==> src/rtl/dma_pg_pkg.sv <==
package dma_pg_pkg;
  localparam int PAGE_W = 8;
  localparam int OFS_W  = 16;
  localparam int PHYS_W = PAGE_W + OFS_W;

  typedef enum logic {
    XW_BYTE = 1'b0,
    XW_WORD = 1'b1
  } xfer_width_e;
endpackage

==> src/rtl/dma_page_reg.sv <==
module dma_page_reg #(
  parameter int PAGE_W = 8
) (
  input  logic              clk,
  input  logic              rst_n,
  input  logic              load,
  input  logic              word_mode,
  input  logic [PAGE_W-1:0] page_in,
  output logic [PAGE_W-1:0] page_q
);
  logic [PAGE_W-1:0] page_d;
  logic              page_en;

  always_comb begin
    page_en = load;
    page_d  = page_in;
    if (word_mode) page_d[0] = 1'b0;
  end

  always_ff @(posedge clk or negedge rst_n) begin
    if (!rst_n)       page_q <= '0;
    else if (page_en) page_q <= page_d;
  end

  AST_PAGE_HOLD: assert property (@(posedge clk) disable iff (!rst_n)
    !load |=> $stable(page_q));
  AST_PAGE_WORD_EVEN: assert property (@(posedge clk) disable iff (!rst_n)
    (load && word_mode) |=> (page_q[0] == 1'b0));
endmodule

==> src/rtl/dma_ofs_ctr.sv <==
module dma_ofs_ctr #(
  parameter int OFS_W = 16
) (
  input  logic             clk,
  input  logic             rst_n,
  input  logic             load,
  input  logic [OFS_W-1:0] base_in,
  input  logic             step,
  input  logic             dec_mode,
  input  logic             reload,
  output logic [OFS_W-1:0] cur_q
);
  localparam logic [OFS_W-1:0] ONE = OFS_W'(1);

  logic [OFS_W-1:0] base_q, base_d, cur_d;
  logic             base_en, cur_en;

  always_comb begin
    base_en = load;
    base_d  = base_in;
    cur_en  = load | step;
    if (load)        cur_d = base_in;
    else if (reload) cur_d = base_q;
    else if (dec_mode) cur_d = cur_q - ONE;
    else             cur_d = cur_q + ONE;
  end

  always_ff @(posedge clk or negedge rst_n) begin
    if (!rst_n)       base_q <= '0;
    else if (base_en) base_q <= base_d;
  end

  always_ff @(posedge clk or negedge rst_n) begin
    if (!rst_n)      cur_q <= '0;
    else if (cur_en) cur_q <= cur_d;
  end

  AST_OFS_STEP: assert property (@(posedge clk) disable iff (!rst_n)
    (step && !load && !reload) |=>
      (cur_q == ($past(dec_mode) ? $past(cur_q) - ONE : $past(cur_q) + ONE)));
  AST_OFS_IDLE: assert property (@(posedge clk) disable iff (!rst_n)
    (!step && !load) |=> $stable(cur_q));
endmodule

==> src/rtl/dma_cnt_ctr.sv <==
module dma_cnt_ctr #(
  parameter int CNT_W = 16
) (
  input  logic             clk,
  input  logic             rst_n,
  input  logic             load,
  input  logic [CNT_W-1:0] base_in,
  input  logic             xfer,
  input  logic             auto_init,
  output logic [CNT_W-1:0] cnt_q,
  output logic             reload,
  output logic             step,
  output logic             tc_q
);
  localparam logic [CNT_W-1:0] ONE = CNT_W'(1);

  logic [CNT_W-1:0] base_q, cnt_d;
  logic             cnt_en, term, tc_d;

  always_comb begin
    step   = xfer & ~load;
    term   = step & (cnt_q == '0);
    reload = term & auto_init;
    tc_d   = term;
    cnt_en = load | step;
    if (load)        cnt_d = base_in;
    else if (reload) cnt_d = base_q;
    else             cnt_d = cnt_q - ONE;
  end

  always_ff @(posedge clk or negedge rst_n) begin
    if (!rst_n)    base_q <= '0;
    else if (load) base_q <= base_in;
  end

  always_ff @(posedge clk or negedge rst_n) begin
    if (!rst_n)      cnt_q <= '0;
    else if (cnt_en) cnt_q <= cnt_d;
  end

  always_ff @(posedge clk or negedge rst_n) begin
    if (!rst_n) tc_q <= 1'b0;
    else        tc_q <= tc_d;
  end

  AST_CNT_DEC: assert property (@(posedge clk) disable iff (!rst_n)
    (xfer && !load && !(auto_init && cnt_q == '0)) |=> (cnt_q == $past(cnt_q) - ONE));
  AST_TC_PULSE: assert property (@(posedge clk) disable iff (!rst_n)
    (xfer && !load && cnt_q == '0) |=> tc_q);
  AST_TC_ONLY_ZERO: assert property (@(posedge clk) disable iff (!rst_n)
    !(xfer && !load && cnt_q == '0) |=> !tc_q);
  AST_AUTO_RELOAD: assert property (@(posedge clk) disable iff (!rst_n)
    (xfer && !load && auto_init && cnt_q == '0) |=> (cnt_q == base_q));
  AST_LOAD_WINS: assert property (@(posedge clk) disable iff (!rst_n)
    load |=> (cnt_q == $past(base_in)) && !tc_q);
endmodule

==> src/rtl/dma_page_addr_gen.sv <==
module dma_page_addr_gen
  import dma_pg_pkg::*;
(
  input  logic                clk,
  input  logic                rst_n,
  input  logic                load,
  input  logic [PAGE_W-1:0]   page_in,
  input  logic [OFS_W-1:0]    base_ofs_in,
  input  logic [OFS_W-1:0]    base_cnt_in,
  input  logic                word_mode,
  input  logic                dec_mode,
  input  logic                auto_init,
  input  logic                xfer,
  output logic [PHYS_W-1:0]   phys_addr,
  output logic [OFS_W-1:0]    remaining,
  output logic [OFS_W+1:0]    residue_bytes,
  output logic                tc
);
  logic              rst_meta, rst_n_s;
  logic [PAGE_W-1:0] page_q;
  logic [OFS_W-1:0]  ofs_q;
  logic              reload, step;
  xfer_width_e       width;
  logic [OFS_W:0]    units;

  always_ff @(posedge clk or negedge rst_n) begin
    if (!rst_n) begin
      rst_meta <= 1'b0;
      rst_n_s  <= 1'b0;
    end else begin
      rst_meta <= 1'b1;
      rst_n_s  <= rst_meta;
    end
  end

  dma_page_reg #(.PAGE_W(PAGE_W)) u_page (
    .clk(clk), .rst_n(rst_n_s), .load(load), .word_mode(word_mode),
    .page_in(page_in), .page_q(page_q)
  );

  dma_cnt_ctr #(.CNT_W(OFS_W)) u_cnt (
    .clk(clk), .rst_n(rst_n_s), .load(load), .base_in(base_cnt_in),
    .xfer(xfer), .auto_init(auto_init), .cnt_q(remaining),
    .reload(reload), .step(step), .tc_q(tc)
  );

  dma_ofs_ctr #(.OFS_W(OFS_W)) u_ofs (
    .clk(clk), .rst_n(rst_n_s), .load(load), .base_in(base_ofs_in),
    .step(step), .dec_mode(dec_mode), .reload(reload), .cur_q(ofs_q)
  );

  always_comb begin
    width = word_mode ? XW_WORD : XW_BYTE;
    units = {1'b0, remaining} + {{OFS_W{1'b0}}, 1'b1};
    if (width == XW_WORD) begin
      phys_addr     = {page_q[PAGE_W-1:1], ofs_q, 1'b0};
      residue_bytes = {units, 1'b0};
    end else begin
      phys_addr     = {page_q, ofs_q};
      residue_bytes = {1'b0, units};
    end
  end

  AST_PAGE_NO_CARRY: assert property (@(posedge clk) disable iff (!rst_n_s)
    (!load && !word_mode && !$past(word_mode)) |=>
      (phys_addr[PHYS_W-1:OFS_W] == $past(phys_addr[PHYS_W-1:OFS_W])));
endmodule

==> config.mk <==
export PLATFORM = sky130hd
export DESIGN_NAME = dma_page_addr_gen
export DESIGN_NICKNAME = d
export VERILOG_FILES = /design/src/rtl/dma_pg_pkg.sv /design/src/rtl/dma_page_reg.sv /design/src/rtl/dma_ofs_ctr.sv /design/src/rtl/dma_cnt_ctr.sv /design/src/rtl/dma_page_addr_gen.sv
export SDC_FILE = /design/constraint.sdc
export NUM_CORES = 1
export LEC_CHECK = 0
export ABC_CLOCK_PERIOD_IN_PS = 7800
export BUFFER_PORTS_ARGS = -buffer_cell sky130_fd_sc_hd__buf_4
export CAP_MARGIN = 20
export CORE_MARGIN = 2
export CORE_UTILIZATION = 45
export CTS_CLUSTER_SIZE = 40
export DETAILED_ROUTE_END_ITERATION = 8
export HOLD_SLACK_MARGIN = 0.02
export PLACE_DENSITY_LB_ADDON = 0.1
export REMOVE_ABC_BUFFERS = 1
export SKIP_CTS_REPAIR_TIMING = 1
export SYNTH_ARGS = -nofsm -noshare
export SYNTH_HDL_FRONTEND = slang
export SYNTH_SLANG_ARGS = --single-unit
export TNS_END_PERCENT = 5
==> constraint.sdc <==
create_clock -name clk -period 7.8 [get_ports clk]
set_clock_uncertainty 0.2 [all_clocks]
set_input_delay 1.56 -clock clk [delete_from_list [all_inputs] [get_ports clk]]
set_output_delay 1.56 -clock clk [all_outputs]
set_load 0.005 [all_outputs]
==> results_dict.tcl, run 1 <==
set metrics [dict create \
    design.die.area_um2 12480 \
    vdd_drop_max_uv 182.5 \
    hold_slack_ns 0.1612 \
    synth_top_cell_by_area "dfrtp_1" \
    yosysWarningCount 0 \
    clk_pin_slew_ns 0.06 \
    htreeDepth 3 \
    gp_congestion 0.8921 \
    core_um2 11370 \
    drt-vias-per-instance 5.840 \
    final_cells 819 \
    outcome "finished, final reports clean" \
    yosysMostFrequentCell "dfrtp_1" \
    intPower_uw 909.8 \
    fmax_mhz 209.6 \
    grt_pass1_wl_um 22910 \
    fin_crit_ns 4.772 \
    pre_cts_ws_ns 3.051 \
    critPathKind "in2out" \
    drv_slew 0 \
    grt_max_degree 70 \
    p_per_area_nw_per_um2 211.6 \
    drtIter0Drc 320 \
    seq_power_share_pct 37.1 \
    pin_count 106 \
    netlist_top_cells_count "dfrtp_1 (75), nand2_1 (61), nor2_1 (44), o21ai_0 (36), mux2_2 (35)" \
    setup_viol 0 \
    antenna_left 0 \
    fin_tns_setup_ns 0 \
    grt_remaining_overflow 0 \
    critPathLaunchType "primary input" \
    final_layout_size_suffix_gt1_share_pct 25.00 \
    p_sw_uw 424.9 \
    slew_headroom_pct 47.43 \
    start_util_pct 45.92 \
    fp.dieH_um 111.7 \
    netlist_instances 600 \
    hold_class "reg2reg" \
    clock_latency_ns 0.34 \
    p_leak_nw 2.842 \
    nets 736 \
    die_w_um 111.7 \
    routed_wl_um 14070 \
    rows 39 \
    syn_area_um2 5221 \
    drc 0 \
    finalHoldViolations 0 \
    antenna_cells 0 \
    cp.required_ns 6.04 \
    critPathCaptureType "output pin" \
    combPwrFrac_pct 29.2 \
    synth.area.top_cells "dfrtp_1 (36%), mux2_2 (7.5%), nand2_1 (4.4%), ha_1 (4.1%), o21ai_0 (3.5%)" \
    cts-root-buf "clkbuf_16" \
    period_share_pct 61.18 \
    cts_buffers 9 \
    synth-main-ff-cell "dfrtp_1" \
    synth-seq-cells 75 \
    power_frac_clock_pct 33.8 \
    synth-edff-count 0 \
    yosysTopAreaCellShare_pct 35.95 \
    cts_buffer_depth 2 \
    drt_pass1_iterations 7 \
    async_flop_share_pct 100.0 \
    ys_types 61 \
    gr-usage-all-layers_pct 22.48 \
    placed_cells_incl_taps 801 \
    vias 4783 \
    ys_seq_area_share_pct 35.95 \
    stdcell_area_um2 6309 \
    cts_sinks 75 \
    cts_tree "yes" \
    cp_max_fo 66 \
    drv_cap 0 \
    worst_slack_ns 3.028 \
    grt_pass1_vias 4506 \
    rsz0062_at_grt "false" \
    avgSynthCellArea_um2 8.702 \
    placed_cell_area_um2 5968 \
    dpl.hpwl_um 9618 \
    wl_per_cell_um 17.18 \
    tightest_slew_ns 0.7856 \
    antenna_found_initial 0 \
    critPathArrivalTime_ns 3.01 \
    p_sw_share_pct 31.83 \
    syn_to_final_growth_pct 20.82 \
    portBuffers 105 \
]
## placed cells by master, fill, tap and decap left out, types with 17 or more instances in the layout
master     n
buf_4    108
ha_1      17
o21ai_1   17
o21ai_0   36
a21oi_1   28
inv_1     33
nand2_1   61
dfrtp_1   74
nor2_1    44
mux2_2    35
## metal layers
layer  up-vias  share of wire, %  global-route usage (%)
met5         -                 0                       0
met4         0              0.97                   5.103
met3        10               4.3                   4.790
met2       122                46                   34.79
met1      2340                49                   32.54
li1       2311                 -                       -
## logic make-up (layout without fill, tap and decap cells)
kind of cell             Yosys count  in the layout  share of synthesized area [%]
AO/OA/AOI/OAI                    166            166                          20.70
buffers and inverters             83            159                          7.045
XOR/XNOR                          28             28                          4.697
AND/OR/NAND/NOR                  180            180                          16.85
adder cells (fa/ha/maj)           18             18                          4.457
multiplexers                      49             49                          10.23
flip-flops                        75             75                          35.95
other                              1              1                        0.07182
## sequential cells by signal, summed over array words and instances (netlist names)
name	count
u_cnt.base_q	16
u_cnt.cnt_q	16
u_ofs.base_q	16
u_ofs.cur_q	16
u_page.page_q	8
rst_meta	1
rst_n_s	1
u_cnt.tc_q	1
## worst max-delay path, stage by stage
cell and delay (ns):
buf_4 0.54, nor2b_1 0.13, a22oi_1 0.16, nor2_1 0.05, a2111oi_0 0.35, buf_4 0.18
## power by group through the flow
stage               clock (mW)  sequential (mW)  combinational, mW
floorplan                    0            0.487              0.236
global placement             0            0.501              0.378
detailed placement           0            0.503              0.385
CTS                      0.457            0.496              0.388
global route             0.476            0.503              0.432
finish                   0.451            0.495              0.389
## metrics by stage
step / power (mW) / util, %
2_1_floorplan: 0.7220 / -
3_3_place_gp: 0.8790 / 52.49
3_5_place_dp: 0.8873 / 52.49
4_1_cts: 1.341 / 55.30
5_1_grt: 1.411 / 55.49
6_report: 1.335 / 55.49
## cell type report
type,count,area (µm²)
fillers,1027,5061
multi-input cells,442,2977
flip-flops and latches,75,1878
repair buffers,110,832.0
clock buffers,10,229.0
well taps,143,178.9
inverters,33,123.9
clock inverters,6,90.09
## worst paths after layout
path                                 from                 to  slack [ns]  cells past startpoint
setup reg to reg           u_cnt.cnt_q[6]     u_cnt.cnt_q[6]        4.52                      7
max in group asynchronous         rst_n_s    u_cnt.base_q[8]        6.36                      1
setup / recovery                word_mode  residue_bytes[15]        3.03                      6
min in group asynchronous         rst_n_s    u_cnt.base_q[7]        0.26                      1
hold / removal                   rst_meta            rst_n_s        0.16                      0
hold reg to reg                  rst_meta            rst_n_s        0.16                      0
Power figures use the tool's default switching activity.
==> run 2: changes to the inputs <==
--- a/config.mk
+++ b/config.mk
@@ -5,7 +5,7 @@
 export SDC_FILE = /design/constraint.sdc
 export NUM_CORES = 1
 export LEC_CHECK = 0
-export ABC_CLOCK_PERIOD_IN_PS = 7800
+export ABC_CLOCK_PERIOD_IN_PS = 4000
 export BUFFER_PORTS_ARGS = -buffer_cell sky130_fd_sc_hd__buf_4
 export CAP_MARGIN = 20
 export CORE_MARGIN = 2
==> constraint.sdc (replaced) <==
create_clock -name clk -period 4 [get_ports clk]
set_clock_uncertainty 0.2 [all_clocks]
set_input_delay 0.8 -clock clk [delete_from_list [all_inputs] [get_ports clk]]
set_output_delay 0.8 -clock clk [all_outputs]
set_load 0.005 [all_outputs]
==> run 2 against run 1 <==
Net effect: sequential share of layout area decreased by 0.17 points; first-iteration DRC count decreased by 6.6%; via count decreased by 1.1%; critical path type is now reg2out; highest routed layer unchanged.
==> results_dict.tcl, run 2 (synthesis gave the netlist of run 1 again) <==
set metrics [dict create \
    outcome "finished, final reports clean" \
    critPathCaptureType "output pin" \
    cts-root-buf "clkbuf_16" \
    wl_per_cell_um 16.99 \
    rows 39 \
    cts_sinks 75 \
    grt_remaining_overflow 0 \
    core_um2 11370 \
    final_cell_mix "buf_4 (117), dfrtp_1 (74), nand2_1 (61)" \
    htreeDepth 3 \
    hold_class "reg2async" \
    vias 4731 \
    p_leak_nw 2.866 \
    die_w_um 111.7 \
    start_util_pct 45.92 \
    layout_commonest_cell "buf_4" \
    portBuffers 105 \
    antenna_found_initial 0 \
    fin_crit_ns 3.754 \
    drv_cap 0 \
    drc 0 \
    fmax_mhz 266.4 \
    setup_viol 0 \
    dpl.hpwl_um 9834 \
    pre_cts_ws_ns 0.6561 \
    cts_buffers 9 \
    power.total_mw 2.504 \
    fin_tns_setup_ns 0 \
    critPathArrivalTime_ns 2.75 \
    rsz0062_at_grt "false" \
    drt_pass1_iterations 5 \
    p_per_area_nw_per_um2 394.6 \
    gr-usage-all-layers_pct 22.47 \
    finalHoldViolations 0 \
    tightest_slew_ns 0.7595 \
    period_share_pct 93.85 \
    clk_pin_slew_ns 0.06 \
    drtIter0Drc 299 \
    critPathLaunchType "flip-flop" \
    drt-vias-per-instance 5.714 \
    drv_slew 0 \
    grt_max_degree 78 \
    grt_pass1_wl_um 22840 \
    clock_latency_ns 0.33 \
    cts_buffer_depth 2 \
    final_cells 828 \
    cp_max_fo 17 \
    antenna_left 0 \
    nets 745 \
    final_layout_size_suffix_gt1_share_pct 25.99 \
    syn_to_final_growth_pct 21.52 \
    fp.dieH_um 111.7 \
    grt_pass1_vias 4545 \
    routed_wl_um 14070 \
    gp_congestion 0.9115 \
    worst_slack_ns 0.2460 \
    cts_tree "yes" \
    vdd_drop_max_uv 320.8 \
    antenna_cells 0 \
    pin_count 106 \
    hold_slack_ns 0.1271 \
    placed_cells_incl_taps 810 \
    design.die.area_um2 12480 \
    cp.required_ns 3.00 \
    critPathKind "reg2out" \
    slew_headroom_pct 49.36 \
]
[run 2: area by class of cell]
cell class / instances / area (µm²)
inverter: 33 / 123.9
sequential: 75 / 1878
fill: 1030 / 5025
clock buffer: 10 / 239.0
clock inverter: 6 / 50.05
timing repair buffer: 119 / 898.4
tap: 143 / 178.9
multi-input combinational: 442 / 2977
[run 2: path summary, 6_finish.rpt]
path	start	to	slack, ns	cells past startpoint
worst max-delay path	u_cnt.cnt_q[6]	residue_bytes[15]	0.25	6
worst min-delay path	rst_n_s	u_page.page_q[1]	0.13	1
worst max register to register	u_cnt.cnt_q[6]	u_cnt.cnt_q[12]	0.85	7
worst min register to register	rst_n_s	u_page.page_q[1]	0.13	1
max in group asynchronous	rst_n_s	u_cnt.base_q[7]	2.76	1
min in group clk	rst_meta	rst_n_s	0.15	0
[run 2: report_power, final]
| part | total (mW) | switching, mW | internal [mW] |
|---|---|---|---|
| Combinational | 0.770 | 0.380 | 0.390 |
| Clock | 0.774 | 0.332 | 0.442 |
| Sequential | 0.960 | 0.118 | 0.843 |
| Total | 2.50 | 0.829 | 1.67 |
[run 2: through the flow]
stage | area, µm² | util, %
2_1_floorplan | 4977 | -
3_3_place_gp | 6036 | 53.09
3_5_place_dp | 6036 | 53.09
4_1_cts | 6325 | 55.63
5_1_grt | 6345 | 55.81
6_report | 6345 | 55.81
[run 2: metal layers]
metal	GRT usage, %	wire, µm
met2	34.51	6531
met5	0	0
met4	6.420	170
met1	31.96	6706
met3	5.117	662
[run 2: critical path, cell delays in order (launching register included)]
cell	delay [ns]
dfrtp_1	0.64
and4_1	0.41
and4_1	0.31
and3_1	0.26
a211oi_1	0.10
a2111oi_0	0.50
buf_4	0.20
